**config.mk**
```make
export PLATFORM = sky130hd
export DESIGN_NAME = ts_capture_unit
export DESIGN_NICKNAME = d
export VERILOG_FILES = /design/src/rtl/ts_cap_pkg.sv /design/src/rtl/ts_fifo.sv /design/src/rtl/ts_dir.sv /design/src/rtl/ts_capture_unit.sv
export SDC_FILE = /design/constraint.sdc
export NUM_CORES = 1
export LEC_CHECK = 0
export BUFFER_PORTS_ARGS = -buffer_cell sky130_fd_sc_hd__buf_2
export CORE_ASPECT_RATIO = 0.75
export CORE_UTILIZATION = 30
export DETAILED_ROUTE_END_ITERATION = 7
export PLACE_DENSITY_LB_ADDON = 0.08
export SLEW_MARGIN = 15
export SYNTH_ARGS = -nofsm -noshare
export SYNTH_HDL_FRONTEND = slang
export SYNTH_SLANG_ARGS = --single-unit
```
**constraint.sdc**
```tcl
create_clock -name clk -period 14.11 [get_ports clk]
set_input_delay 0 -clock clk [delete_from_list [all_inputs] [get_ports clk]]
set_output_delay 0 -clock clk [all_outputs]
set_load 0.02 [all_outputs]
```
**src/rtl/ts_cap_pkg.sv**
```systemverilog
package ts_cap_pkg;

  localparam int SEC_W   = 32;
  localparam int NS_W    = 30;
  localparam int SEQ_W   = 16;
  localparam int MSG_W   = 4;
  localparam int N_TYPES = 4;
  localparam int REG_W   = 16;
  localparam int ADDR_W  = 4;
  localparam int N_DIR   = 2;
  localparam int STS_W   = 2 * N_DIR;

  localparam int DIR_IN = 0;
  localparam int DIR_EG = 1;

  typedef struct packed {
    logic [SEC_W-1:0] sec;
    logic [NS_W-1:0]  ns;
    logic [SEQ_W-1:0] seq;
  } ts_entry_t;

  // register addresses
  localparam logic [ADDR_W-1:0] A_IRQ_EN  = 4'd0;
  localparam logic [ADDR_W-1:0] A_IRQ_STS = 4'd1;
  localparam logic [ADDR_W-1:0] A_COUNT   = 4'd2;
  localparam logic [ADDR_W-1:0] A_CTRL    = 4'd3;
  localparam logic [ADDR_W-1:0] A_EG_ENA  = 4'd4;
  localparam logic [ADDR_W-1:0] A_IN_ENA  = 4'd5;
  localparam logic [ADDR_W-1:0] A_EG_HEAD = 4'd6;
  localparam logic [ADDR_W-1:0] A_IN_HEAD = 4'd11;
  localparam logic [ADDR_W-1:0] SEQ_OFS   = 4'd4;

  // capture gate: only the four event types, each with its own enable
  function automatic logic type_enabled(input logic [N_TYPES-1:0] ena,
                                        input logic [MSG_W-1:0]   msg);
    if (msg >= MSG_W'(N_TYPES)) return 1'b0;
    return ena[msg[1:0]];
  endfunction

  // one 16-bit view of a head entry, selected by offset within its group
  function automatic logic [REG_W-1:0] head_field(input ts_entry_t e,
                                                  input logic [2:0] ofs);
    case (ofs)
      3'd0:    return e.sec[31:16];
      3'd1:    return e.sec[15:0];
      3'd2:    return {2'b00, e.ns[29:16]};
      3'd3:    return e.ns[15:0];
      3'd4:    return e.seq;
      default: return '0;
    endcase
  endfunction

  function automatic logic [REG_W-1:0] pack_counts(input logic [3:0] in_c,
                                                   input logic [3:0] eg_c);
    return {4'b0000, eg_c, 4'b0000, in_c};
  endfunction

  function automatic logic irq_any(input logic [STS_W-1:0] sts,
                                   input logic [STS_W-1:0] en);
    return |(sts & en);
  endfunction

endpackage

```
**src/rtl/ts_fifo.sv**
```systemverilog
module ts_fifo
  import ts_cap_pkg::*;
#(
  parameter  int DEPTH = 8,
  localparam int AW    = $clog2(DEPTH),
  localparam int CW    = $clog2(DEPTH + 1)
) (
  input  logic          clk,
  input  logic          rst_n,
  input  logic          flush,
  input  logic          push,
  input  ts_entry_t     din,
  input  logic          pop,
  output ts_entry_t     head,
  output logic [CW-1:0] count,
  output logic          full,
  output logic          empty
);

  ts_entry_t     mem [DEPTH];
  logic [AW-1:0] wr_ptr, rd_ptr;
  logic          push_ok, pop_ok;

  function automatic logic [AW-1:0] ptr_next(input logic [AW-1:0] p);
    return (p == AW'(DEPTH - 1)) ? '0 : p + AW'(1);
  endfunction

  assign full    = (count == CW'(DEPTH));
  assign empty   = (count == '0);
  assign push_ok = push && !full;
  assign pop_ok  = pop && !empty;
  assign head    = mem[rd_ptr];

  always_ff @(posedge clk or negedge rst_n) begin
    if (!rst_n) begin
      wr_ptr <= '0;
      rd_ptr <= '0;
      count  <= '0;
    end else if (flush) begin
      wr_ptr <= '0;
      rd_ptr <= '0;
      count  <= '0;
    end else begin
      if (push_ok) wr_ptr <= ptr_next(wr_ptr);
      if (pop_ok)  rd_ptr <= ptr_next(rd_ptr);
      count <= count + CW'(push_ok) - CW'(pop_ok);
    end
  end

  always_ff @(posedge clk) begin
    if (push_ok && !flush) mem[wr_ptr] <= din;
  end

  // the direction logic must never offer an entry to a full queue
  assert_push_full_R6: assert property (@(posedge clk) disable iff (!rst_n)
    push |-> !full);

  assert_pop_dec_R4: assert property (@(posedge clk) disable iff (!rst_n)
    (pop && !empty && !push && !flush) |=> count == $past(count) - CW'(1));

  assert_flush_empty_R9: assert property (@(posedge clk) disable iff (!rst_n)
    flush |=> empty);

endmodule

```
**src/rtl/ts_dir.sv**
```systemverilog
module ts_dir
  import ts_cap_pkg::*;
#(
  parameter  int DEPTH = 8,
  localparam int CW    = $clog2(DEPTH + 1)
) (
  input  logic               clk,
  input  logic               rst_n,
  input  logic               flush,
  input  logic               stb,
  input  logic [MSG_W-1:0]   msg,
  input  logic [SEQ_W-1:0]   seq,
  input  logic [SEC_W-1:0]   now_sec,
  input  logic [NS_W-1:0]    now_ns,
  input  logic [N_TYPES-1:0] ena,
  input  logic               pop,
  output ts_entry_t          head,
  output logic [CW-1:0]      count,
  output logic               push_evt,
  output logic               ovf_evt,
  output logic               nonempty
);

  ts_entry_t entry_in, head_raw;
  logic      accept, full, empty;

  assign accept   = stb && type_enabled(ena, msg);
  assign push_evt = accept && !full;
  assign ovf_evt  = accept && full;
  assign nonempty = !empty;
  assign head     = empty ? '0 : head_raw;

  always_comb begin
    entry_in.sec = now_sec;
    entry_in.ns  = now_ns;
    entry_in.seq = seq;
  end

  ts_fifo #(.DEPTH(DEPTH)) u_fifo (
    .clk   (clk),
    .rst_n (rst_n),
    .flush (flush),
    .push  (push_evt),
    .din   (entry_in),
    .pop   (pop),
    .head  (head_raw),
    .count (count),
    .full  (full),
    .empty (empty)
  );

  assert_type_gate_R2: assert property (@(posedge clk) disable iff (!rst_n)
    (stb && msg >= MSG_W'(N_TYPES)) |-> (!push_evt && !ovf_evt));

  assert_ovf_when_full_R6: assert property (@(posedge clk) disable iff (!rst_n)
    ovf_evt |-> count == CW'(DEPTH));

  assert_ovf_keeps_R6: assert property (@(posedge clk) disable iff (!rst_n)
    (ovf_evt && !pop && !flush) |=> count == CW'(DEPTH));

endmodule

```
**src/rtl/ts_capture_unit.sv**
```systemverilog
module ts_capture_unit
  import ts_cap_pkg::*;
#(
  parameter  int DEPTH = 8,
  localparam int CW    = $clog2(DEPTH + 1)
) (
  input  logic        clk,
  input  logic        rst_n,
  input  logic [31:0] tod_sec,
  input  logic [29:0] tod_ns,
  input  logic        egr_stb,
  input  logic [3:0]  egr_msg_type,
  input  logic [15:0] egr_seq_id,
  input  logic        ing_stb,
  input  logic [3:0]  ing_msg_type,
  input  logic [15:0] ing_seq_id,
  input  logic [3:0]  cfg_addr,
  input  logic        cfg_wr,
  input  logic        cfg_rd,
  input  logic [15:0] cfg_wdata,
  output logic [15:0] cfg_rdata,
  output logic        ts_irq
);

  logic [N_DIR-1:0]              stb_v, pop_v, push_v, ovf_v, nonempty_v;
  logic [MSG_W-1:0]              msg_v [N_DIR];
  logic [SEQ_W-1:0]              seq_v [N_DIR];
  ts_entry_t                     head_v [N_DIR];
  logic [CW-1:0]                 cnt_v [N_DIR];
  logic [3:0]                    cnt_nib [N_DIR];
  logic [N_DIR-1:0][N_TYPES-1:0] ena_q;
  logic [STS_W-1:0]              ien_q, sts_q;
  logic                          sts_clr, flush;
  logic [REG_W-1:0]              rd_mux;
  logic                          wdata_unused;

  assign stb_v[DIR_IN] = ing_stb;
  assign stb_v[DIR_EG] = egr_stb;
  assign msg_v[DIR_IN] = ing_msg_type;
  assign msg_v[DIR_EG] = egr_msg_type;
  assign seq_v[DIR_IN] = ing_seq_id;
  assign seq_v[DIR_EG] = egr_seq_id;

  assign sts_clr      = cfg_rd && (cfg_addr == A_IRQ_STS);
  assign flush        = cfg_wr && (cfg_addr == A_CTRL) && cfg_wdata[0];
  assign wdata_unused = ^cfg_wdata[REG_W-1:STS_W];

  for (genvar d = 0; d < N_DIR; d++) begin : g_dir
    localparam logic [ADDR_W-1:0] BASE = (d == DIR_EG) ? A_EG_HEAD : A_IN_HEAD;

    assign pop_v[d]   = cfg_rd && (cfg_addr == ADDR_W'(BASE + SEQ_OFS));
    assign cnt_nib[d] = 4'(cnt_v[d]);

    ts_dir #(.DEPTH(DEPTH)) u_dir (
      .clk      (clk),
      .rst_n    (rst_n),
      .flush    (flush),
      .stb      (stb_v[d]),
      .msg      (msg_v[d]),
      .seq      (seq_v[d]),
      .now_sec  (tod_sec),
      .now_ns   (tod_ns),
      .ena      (ena_q[d]),
      .pop      (pop_v[d]),
      .head     (head_v[d]),
      .count    (cnt_v[d]),
      .push_evt (push_v[d]),
      .ovf_evt  (ovf_v[d]),
      .nonempty (nonempty_v[d])
    );
  end

  // configuration registers
  always_ff @(posedge clk or negedge rst_n) begin
    if (!rst_n) begin
      ien_q <= '0;
      ena_q <= '0;
    end else if (cfg_wr) begin
      case (cfg_addr)
        A_IRQ_EN: ien_q         <= cfg_wdata[STS_W-1:0];
        A_EG_ENA: ena_q[DIR_EG] <= cfg_wdata[N_TYPES-1:0];
        A_IN_ENA: ena_q[DIR_IN] <= cfg_wdata[N_TYPES-1:0];
        default:  ;
      endcase
    end
  end

  // status: waiting bits track occupancy, overflow bits are sticky
  always_ff @(posedge clk or negedge rst_n) begin
    if (!rst_n) begin
      sts_q <= '0;
    end else if (flush) begin
      sts_q <= '0;
    end else begin
      for (int d = 0; d < N_DIR; d++) begin
        sts_q[2*d]   <= (sts_q[2*d] & ~sts_clr) | push_v[d] | (nonempty_v[d] & ~sts_clr);
        sts_q[2*d+1] <= (sts_q[2*d+1] & ~sts_clr) | ovf_v[d];
      end
    end
  end

  always_comb begin
    rd_mux = '0;
    case (cfg_addr)
      A_IRQ_EN:  rd_mux = REG_W'(ien_q);
      A_IRQ_STS: rd_mux = REG_W'(sts_q);
      A_COUNT:   rd_mux = pack_counts(cnt_nib[DIR_IN], cnt_nib[DIR_EG]);
      A_CTRL:    rd_mux = '0;
      A_EG_ENA:  rd_mux = REG_W'(ena_q[DIR_EG]);
      A_IN_ENA:  rd_mux = REG_W'(ena_q[DIR_IN]);
      default: begin
        if (cfg_addr >= A_IN_HEAD)
          rd_mux = head_field(head_v[DIR_IN], 3'(cfg_addr - A_IN_HEAD));
        else
          rd_mux = head_field(head_v[DIR_EG], 3'(cfg_addr - A_EG_HEAD));
      end
    endcase
  end

  always_ff @(posedge clk or negedge rst_n) begin
    if (!rst_n)      cfg_rdata <= '0;
    else if (cfg_rd) cfg_rdata <= rd_mux;
  end

  assign ts_irq = irq_any(sts_q, ien_q);

  assert_ovf_sticky_in_R6: assert property (@(posedge clk) disable iff (!rst_n)
    (ovf_v[DIR_IN] && !flush) |=> sts_q[1]);

  assert_ovf_sticky_eg_R6: assert property (@(posedge clk) disable iff (!rst_n)
    (ovf_v[DIR_EG] && !flush) |=> sts_q[3]);

  assert_sts_clear_R7: assert property (@(posedge clk) disable iff (!rst_n)
    (sts_clr && !ovf_v[DIR_EG] && !ovf_v[DIR_IN]) |=> (!sts_q[1] && !sts_q[3]));

  assert_avail_reset_R7: assert property (@(posedge clk) disable iff (!rst_n)
    (nonempty_v[DIR_IN] && !sts_clr && !flush) |=> sts_q[0]);

  assert_irq_masked_R8: assert property (@(posedge clk) disable iff (!rst_n)
    (ien_q == '0) |-> !ts_irq);

  assert_flush_status_R9: assert property (@(posedge clk) disable iff (!rst_n)
    flush |=> (sts_q == '0));

endmodule

```
==> summary.txt, run 1 <==
Timing
  – Hold_ws: 0.0584 ns
  – Setup Skew: 0.0254 ns
  – Fmax: 214 MHz
  – Worst-Margin Slew: 1.08 ns
  – Setup TNS Final: 0 ns
  – Unrepaired setup endpoints after global routing: false
  – Final period util: 33.1%
  – Final Hold Viols: 0
  – Slew HR: 28.0%
  – Count of final max-slew check failures: 0
  – Final setup viols: 0
  – Minimum clock period: 4.68 ns

Setup path
  – End point of the critical path: g_dir[0].u_dir.u_fifo.mem[4][72]
  – R2R setup slack: 9.43 ns
  – FF-to-FF Start: ena_q[3]
  – CP startpoint kind: register
  – Critical path startpoint: ena_q[3]
  – Critical Path Sink Type: register
  – Worst R2R End: g_dir[0].u_dir.u_fifo.mem[4][72]
  – Reg2reg path depth: 9
  – CP arrival: 5.07 ns
  – WS Path Type: register to register
  – Crit Path Max Fanout: 31
  – Req. time, crit path: 14.50 ns

Yosys
  – Top_reg_cell synth: edfxtp_1
  – Post-synth EDFFs: 1248
  – Unique masters post-synth: 54
  – Synth Instances: 2365
  – Async S/R FF share, synth: 4.00%
  – Synthesis-stage register bit count: 1300
  – Ys Warns: 0
  – Avg Synthesized Cell Area: 21.4 sq um
  – Most common library cells after synthesis: 1248 x edfxtp_1, 259 x mux4_2, 204 x mux2i_1, 74 x nor2_1, 58 x a22oi_1
  – Area leader, netlist: edfxtp_1
  – Synth top area share: 74.1%
  – Mapped Area: 0.0506 sq mm
  – Syn Nets: 2515
  – Area contributors post-synth: edfxtp_1 74%, mux4_2 12%, mux2i_1 4.0%, dfrtp_1 2.6%, a22oi_1 0.86%
  – Register area share after synthesis: 76.6%
  – Top-count cell post-synth: edfxtp_1

Floorplan
  – Core box area: 0.168 sq mm
  – # IOs: 145
  – Row Count: 130
  – Initial cell density of the core: 30.2%
  – Die height: 358 microns
  – Die area: 0.170 sq mm
  – Die width: 476 microns

Layout
  – Final net count: 2855
  – Util after Layout: 35.8%
  – Area Growth Syn to Fin: 18.4%
  – Layout cells sized above 1: 24.4%

CTS
  – CTS tree: yes
  – Clk buf depth: 3
  – # Post-CTS Setup Buffers: 0
  – Clock transition at path regs: 0.06 ns
  – H-tree Lvls: 4
  – Root Driver: clkbuf_16
  – CTS buffer count: 138
  – CTS Sinks: 1300
  – Worst-Skew Late Latency: 0.77 ns

Drt
  – Vias per inst: 4.94
  – Post-DRT Antenna Nets: 0
  – DRC violations left: 0
  – DRT Pass-1 Iters: 5
  – Vias: 25000
  – Final wirelength: 146000 microns
  – Routed length per instance: 28.8 microns
  – DR iter-0 viols: 2113

Pwr
  – Clock Power Share: 35.0%
  – Max IR drop VDD: 0.157 mV
  – Flop pwr share: 43.8%
  – P_leak: 0.0190 uW
  – Sw power: 2850 uW
  – Sw frac: 27.6%
  – Int Pwr: 7490 uW
  – Power density over cell area: 173 mW/mm^2
  – Comb pwr share: 21.2%

Placement
  – PortBufs: 132
  – HPWL Detailed: 79300 microns
  – Placer Congestion: 0.755

Global route
  – Global-route wire length before repair: 204000 microns
  – Largest net degree at the start of global routing: 95
  – Number of antenna violations at the first check in global routing: 18
  – GRT Util Overall: 17.2%
  – GR Overflow Total: 0
  – Vias in the first global route: 26200

Worst hold path
  – Worst hold path class: input pin to register

Status
  – Status: finished clean

Flow run
  – Max Cap Viol: 0
per-layer routing:
layer	share of wire, %	track usage [%]	routed length (microns)	up-vias
li1	-	-	-	10600
met1	47	24.4	68400	13600
met2	46	27.1	67400	582
met3	4.6	2.91	6670	198
met4	2.3	4.99	3300	6
met5	0.027	0	39	-
cell families (layout without fill, tap and decap cells):
family | count (synthesis) | after routing | share of synthesized area [%]
xor+xnor | 4 | 4 | 0.0692
mux | 487 | 487 | 16.5
compound gates | 203 | 203 | 2.77
fa+ha+maj | 22 | 22 | 0.574
buf+inv | 137 | 589 | 1.43
other cells | 0 | 6 | 0
flops | 1300 | 1300 | 76.6
simple gates | 212 | 212 | 2.06
power groups by stage:
stage | logic, uW | registers (uW) | clock network [uW]
after floorplan | 1670 | 4470 | 0
after global placement | 2190 | 4620 | 0
after detailed placement | 2210 | 4630 | 0
after CTS | 2250 | 4550 | 3740
after global routing | 2370 | 4550 | 3880
final | 2190 | 4530 | 3620
worst max-delay path: stages, from the launching register on:
cell and delay, ns:
dfrtp_1 0.39, mux4_2 0.24, and3_1 0.20, dlygate4sd3_1 0.58, nor2b_1 0.23, nand2_1 0.10, or2_2 0.38, nor2_4 0.80
buf_4 0.69, buf_4 0.60
area by class of cell:
cell class                 instances  area [sq um]
clock inverter                    67           668
sequential                      1300         38800
clock buffer                     185          3810
fill                           15500        108000
inverter                          14          52.6
tap                             2244          2810
antenna                            6          15.0
timing repair buffer             323          2530
multi-input combinational        928         11200
state kept, by name, summed over array words and instances (netlist names):
signal / flops
ena_q: 8
cfg_rdata: 16
g_dir.u_dir.u_fifo.rd_ptr: 6
ien_q: 4
sts_q: 4
g_dir.u_dir.u_fifo.mem: 1248
g_dir.u_dir.u_fifo.count: 8
g_dir.u_dir.u_fifo.wr_ptr: 6
stage by stage:
step                worst slack, ns  cell area, sq um  instances  power, uW
finish                         9.43             59900       5067      10300
floorplan                      6.91             50600       2365       6140
detailed placement             9.45             54100       4676       6840
global placement               9.48             54100       4676       6820
CTS                            9.20             59900       5060      10500
global route                   9.21             59900       5066      10800
repair_timing:
item / CTS / global route
endpoints found under the hold margin: 1352 / 0
resized for setup: 0 / 0
hold buffers: 132 / 0
setup endpoints to repair: 0 / 0
cell usage in the layout (no fill, tap or decap), types with 5 or more instances in the layout:
cell type / n
a22o_1: 6
clkbuf_1: 37
diode_2: 6
clkinv_1: 28
mux2i_1: 204
inv_1: 14
clkinv_2: 15
edfxtp_1: 1248
nor2_4: 13
buf_12: 7
buf_4: 51
a31oi_1: 7
clkbuf_16: 145
nor3_2: 6
o221ai_1: 5
a22oi_1: 58
and2_1: 7
buf_2: 132
nor2_1: 62
a221oi_1: 9
and3_1: 7
a21oi_1: 25
nand2b_1: 13
o31ai_1: 17
nand3_1: 26
mux2_2: 12
bufinv_16: 12
dfrtp_4: 6
dlygate4sd3_1: 132
mux4_2: 259
o22ai_1: 43
ha_1: 20
nor2b_1: 20
dfrtp_1: 46
o21ai_0: 14
mux4_1: 12
nand2_1: 29
how the worst min path moves through the flow:
stage,start,end,cells past startpoint
3_3_place_gp,ing_seq_id[8],g_dir[0].u_dir.u_fifo.mem[5][8],1
6_report,egr_seq_id[4],g_dir[1].u_dir.u_fifo.mem[0][4],2
3_5_place_dp,rst_n,cfg_rdata[15],2
5_1_grt,egr_seq_id[6],g_dir[1].u_dir.u_fifo.mem[5][6],2
4_1_cts,ing_seq_id[1],g_dir[0].u_dir.u_fifo.mem[7][1],2
2_1_floorplan,rst_n,cfg_rdata[0],0
Note: power is estimated with default switching activity, not from simulation.
==> run 2: changes to the inputs <==
Settings changed: ABC_AREA set to 1.
Clock period 14.11 ns to 4.65 ns, I/O delays scaled along.
==> run 2 against run 1 <==
  * The flow now finishes with violations (design-rule violations)
  * Clock-buffer cell count unchanged
  * Synthesized cell count up 100%
  * Clock power rose to 3.0 times the previous value
  * Total power rose to 3.2 times the previous value
  * Final cell count increased by 48%
  * Sequential share of layout area fell by 3.4 points
  * First-iteration DRC count grew 19%
  * Maximum frequency increased by 32%
  * Die area grew 6.7%
  * Cell area rose by 5.5%
  * Utilization fell by 0.34 points
==> summary.txt, run 2 <==
Floorplan
  – Row Count: 134 (was 130)
  – Die height: 369 microns (was 358 microns)
  – Die width: 492 microns (was 476 microns)
  – Initial cell density of the core: 30.3% (was 30.2%)
  – Die area: 0.182 sq mm (was 0.170 sq mm)
  – Core box area: 0.178 sq mm (was 0.168 sq mm)
  – # IOs: 145 (unchanged)

Setup path
  – WS Path Type: register to register (unchanged)
  – Req. time, crit path: 5.10 ns (was 14.50 ns)
  – Critical Path Sink Type: register (unchanged)
  – CP startpoint kind: register (unchanged)
  – CP arrival: 4.00 ns (was 5.07 ns)
  – Crit Path Max Fanout: 28 (was 31)

Yosys
  – Synth Instances: 4771 (was 2365)
  – Avg Synthesized Cell Area: 11.3 sq um (was 21.4 sq um)
  – Post-synth EDFFs: 1248 (unchanged)
  – Synthesis-stage register bit count: 1300 (unchanged)
  – Area leader, netlist: edfxtp_1 (unchanged)
  – Syn Nets: 4921 (was 2515)
  – Most common library cells after synthesis: 1248 x edfxtp_1, 1163 x nand2_1, 665 x nor2_1, 501 x nand3_1, 381 x o21ai_0 (was 1248 x edfxtp_1, 259 x mux4_2, 204 x mux2i_1, 74 x nor2_1, 58 x a22oi_1)
  – Area contributors post-synth: edfxtp_1 69%, nand2_1 8.1%, nand3_1 4.6%, nor2_1 4.6%, o21ai_0 3.5% (was edfxtp_1 74%, mux4_2 12%, mux2i_1 4.0%, dfrtp_1 2.6%, a22oi_1 0.86%)
  – Top-count cell post-synth: edfxtp_1 (unchanged)
  – Register area share after synthesis: 71.8% (was 76.6%)
  – Unique masters post-synth: 36 (was 54)
  – Synth top area share: 69.4% (was 74.1%)
  – Async S/R FF share, synth: 4.00% (unchanged)
  – Mapped Area: 0.0540 sq mm (was 0.0506 sq mm)
  – Top_reg_cell synth: edfxtp_1 (unchanged)
  – Ys Warns: 0 (unchanged)

Pwr
  – Max IR drop VDD: 0.592 mV (was 0.157 mV)
  – Power density over cell area: 529 mW/mm^2 (was 173 mW/mm^2)
  – Tot Pwr: 33400 uW (was 10300 uW)
  – P_leak: 0.0235 uW (was 0.0190 uW)

Timing
  – Slew HR: 24.6% (was 28.0%)
  – Minimum clock period: 3.54 ns (was 4.68 ns)
  – Setup TNS Final: 0 ns (unchanged)
  – Setup Skew: 0.0319 ns (was 0.0254 ns)
  – Final Hold Viols: 0 (unchanged)
  – Hold_ws: 0.0491 ns (was 0.0584 ns)
  – Final period util: 76.2% (was 33.1%)
  – Final setup viols: 0 (unchanged)
  – Count of final max-slew check failures: 0 (unchanged)
  – Worst-Margin Slew: 1.12 ns (was 1.08 ns)
  – Unrepaired setup endpoints after global routing: false (unchanged)
  – Fmax: 282 MHz (was 214 MHz)

CTS
  – CTS Sinks: 1300 (unchanged)
  – Root Driver: clkbuf_16 (unchanged)
  – CTS tree: yes (unchanged)
  – Clk buf depth: 3 (unchanged)
  – # Post-CTS Setup Buffers: 0 (unchanged)
  – H-tree Lvls: 4 (unchanged)
  – Clock transition at path regs: 0.06 ns (about the same)
  – Worst-Skew Late Latency: 0.80 ns (was 0.77 ns)
  – CTS buffer count: 142 (was 138)

Layout
  – Commonest non-fill, non-tap cell in the layout: edfxtp_1 (unchanged)
  – Final net count: 5162 (was 2855)
  – Max FFs per register: 1248 (unchanged)
  – Most frequent cells in the layout: 1248 x edfxtp_1, 1163 x nand2_1, 642 x nor2_1, 501 x nand3_1, 381 x o21ai_0 (was 1248 x edfxtp_1, 259 x mux4_2, 204 x mux2i_1, 145 x clkbuf_16)
  – Util after Layout: 35.4% (was 35.8%)
  – Largest reg by FF count: g_dir.u_dir.u_fifo.mem (unchanged)
  – Area Growth Syn to Fin: 17.1% (was 18.4%)
  – Top Registers: g_dir.u_dir.u_fifo.mem (1248), cfg_rdata (16) (unchanged)
  – Layout cells sized above 1: 8.71% (was 24.4%)

Drt
  – DRC violations left: 10 (was 0)
  – Vias per inst: 4.67 (was 4.94)
  – Post-DRT Antenna Nets: 0 (unchanged)
  – Routed length per instance: 22.9 microns (was 28.8 microns)
  – DRT Pass-1 Iters: 7 (was 5)
  – DR iter-0 viols: 2523 (was 2113)
  – Vias: 35100 (was 25000)
  – Final wirelength: 172000 microns (was 146000 microns)

Status
  – Status: finished with violations (was finished clean)
  – Failing checks: design-rule violations

Global route
  – GRT Util Overall: 18.9% (was 17.2%)
  – Number of antenna violations at the first check in global routing: 16 (was 18)
  – Vias in the first global route: 33900 (was 26200)
  – Global-route wire length before repair: 249000 microns (was 204000 microns)
  – Largest net degree at the start of global routing: 149 (was 95)
  – GR Overflow Total: 0 (unchanged)

Worst hold path
  – Worst hold path class: input pin to register (unchanged)

Placement
  – HPWL Detailed: 93300 microns (was 79300 microns)
  – PortBufs: 132 (unchanged)
  – Placer Congestion: 0.751 (was 0.755)

Flow run
  – Max Cap Viol: 0 (unchanged)
-- run 2: cell types whose count changed in the layout (fill, tap and decap cells not counted), sizes merged, moves of 204 or more --
cell and change:
inv +304, mux2i -204, mux4 -271, nand2 +1132
nand3 +474, nor2 +590, o21ai +393
-- run 2: worst paths after layout --
path	endpoint	cells past startpoint	from	slack, ns
max	g_dir[0].u_dir.u_fifo.mem[3][37]	10	ena_q[1]	1.11
min	g_dir[0].u_dir.u_fifo.mem[4][2]	2	ing_seq_id[2]	0.05
max reg2reg	g_dir[0].u_dir.u_fifo.mem[3][37]	10	ena_q[1]	1.11
min reg2reg	ena_q[6]	2	ena_q[6]	0.49
max in group asynchronous	cfg_rdata[13]	4	rst_n	3.36
min in group asynchronous	g_dir[1].u_dir.u_fifo.wr_ptr[1]	4	rst_n	0.48
-- run 2: power by group --
part | total, uW | internal, uW | switching, uW
combinational | 9340 | 2650 | 6690
clock | 10700 | 5860 | 4810
sequential | 13400 | 13100 | 303
total | 33400 | 21600 | 11800
-- run 2: what timing repair did --
action | 4_1_cts | 5_1_grt
hold buffers | 133 | 0
resized for setup | 0 | 0
endpoints found under the hold margin | 1348 | 0
-- run 2: kinds of logic (layout without fill, tap and decap cells) --
group	count (synthesis)	after routing	share of synthesized area, %
AOI/OAI and AO/OA	529	529	5.36
buffers and inverters	582	933	4.80
xor gates and xnor gates	2	2	0.0325
and+or+nand+nor	2336	2336	17.4
adders and majority gates	22	22	0.538
other	0	6	0
DFF	1300	1300	71.8
-- run 2: metal layers --
| layer | track usage (%) | vias to the layer above | part of all wire (%) |
|---|---|---|---|
| met5 | 0 | - | 0.055 |
| met4 | 5.19 | 16 | 2.3 |
| met3 | 2.86 | 233 | 4.1 |
| met2 | 29.2 | 695 | 45 |
| met1 | 27.5 | 17300 | 48 |
| li1 | - | 16800 | - |
-- run 2: critical path: stages, from the launching register on --
cell           delay, ns
dfrtp_1             0.41
a21oi_1             0.08
o21ai_0             0.08
nand4_1             0.14
dlygate4sd3_1       0.63
nor2_1              0.19
nand2_1             0.16
inv_1               0.13
nand2_1             0.24
nor2_4              0.74
buf_12              0.32
-- run 2: layout make-up --
cell class / instances / area [sq um]
Tap cell: 2380 / 2980
Antenna cell: 6 / 15.0
Clock buffer: 185 / 3820
Fill cell: 17800 / 115000
Sequential cell: 1300 / 38800
Clock inverter: 69 / 429
Timing Repair Buffer: 361 / 3180
Inverter: 318 / 1220
Multi-Input combinational cell: 2889 / 12800
-- run 2: per-stage QoR --
stage | cells | worst slack [ns] | instance area [sq um]
CTS | 7502 | 1.03 | 63200
detailed placement | 7115 | 1.47 | 57600
global placement | 7115 | 1.50 | 57600
global route | 7504 | 0.922 | 63200
floorplan | 4771 | -0.181 | 54000
finish | 7508 | 1.11 | 63200
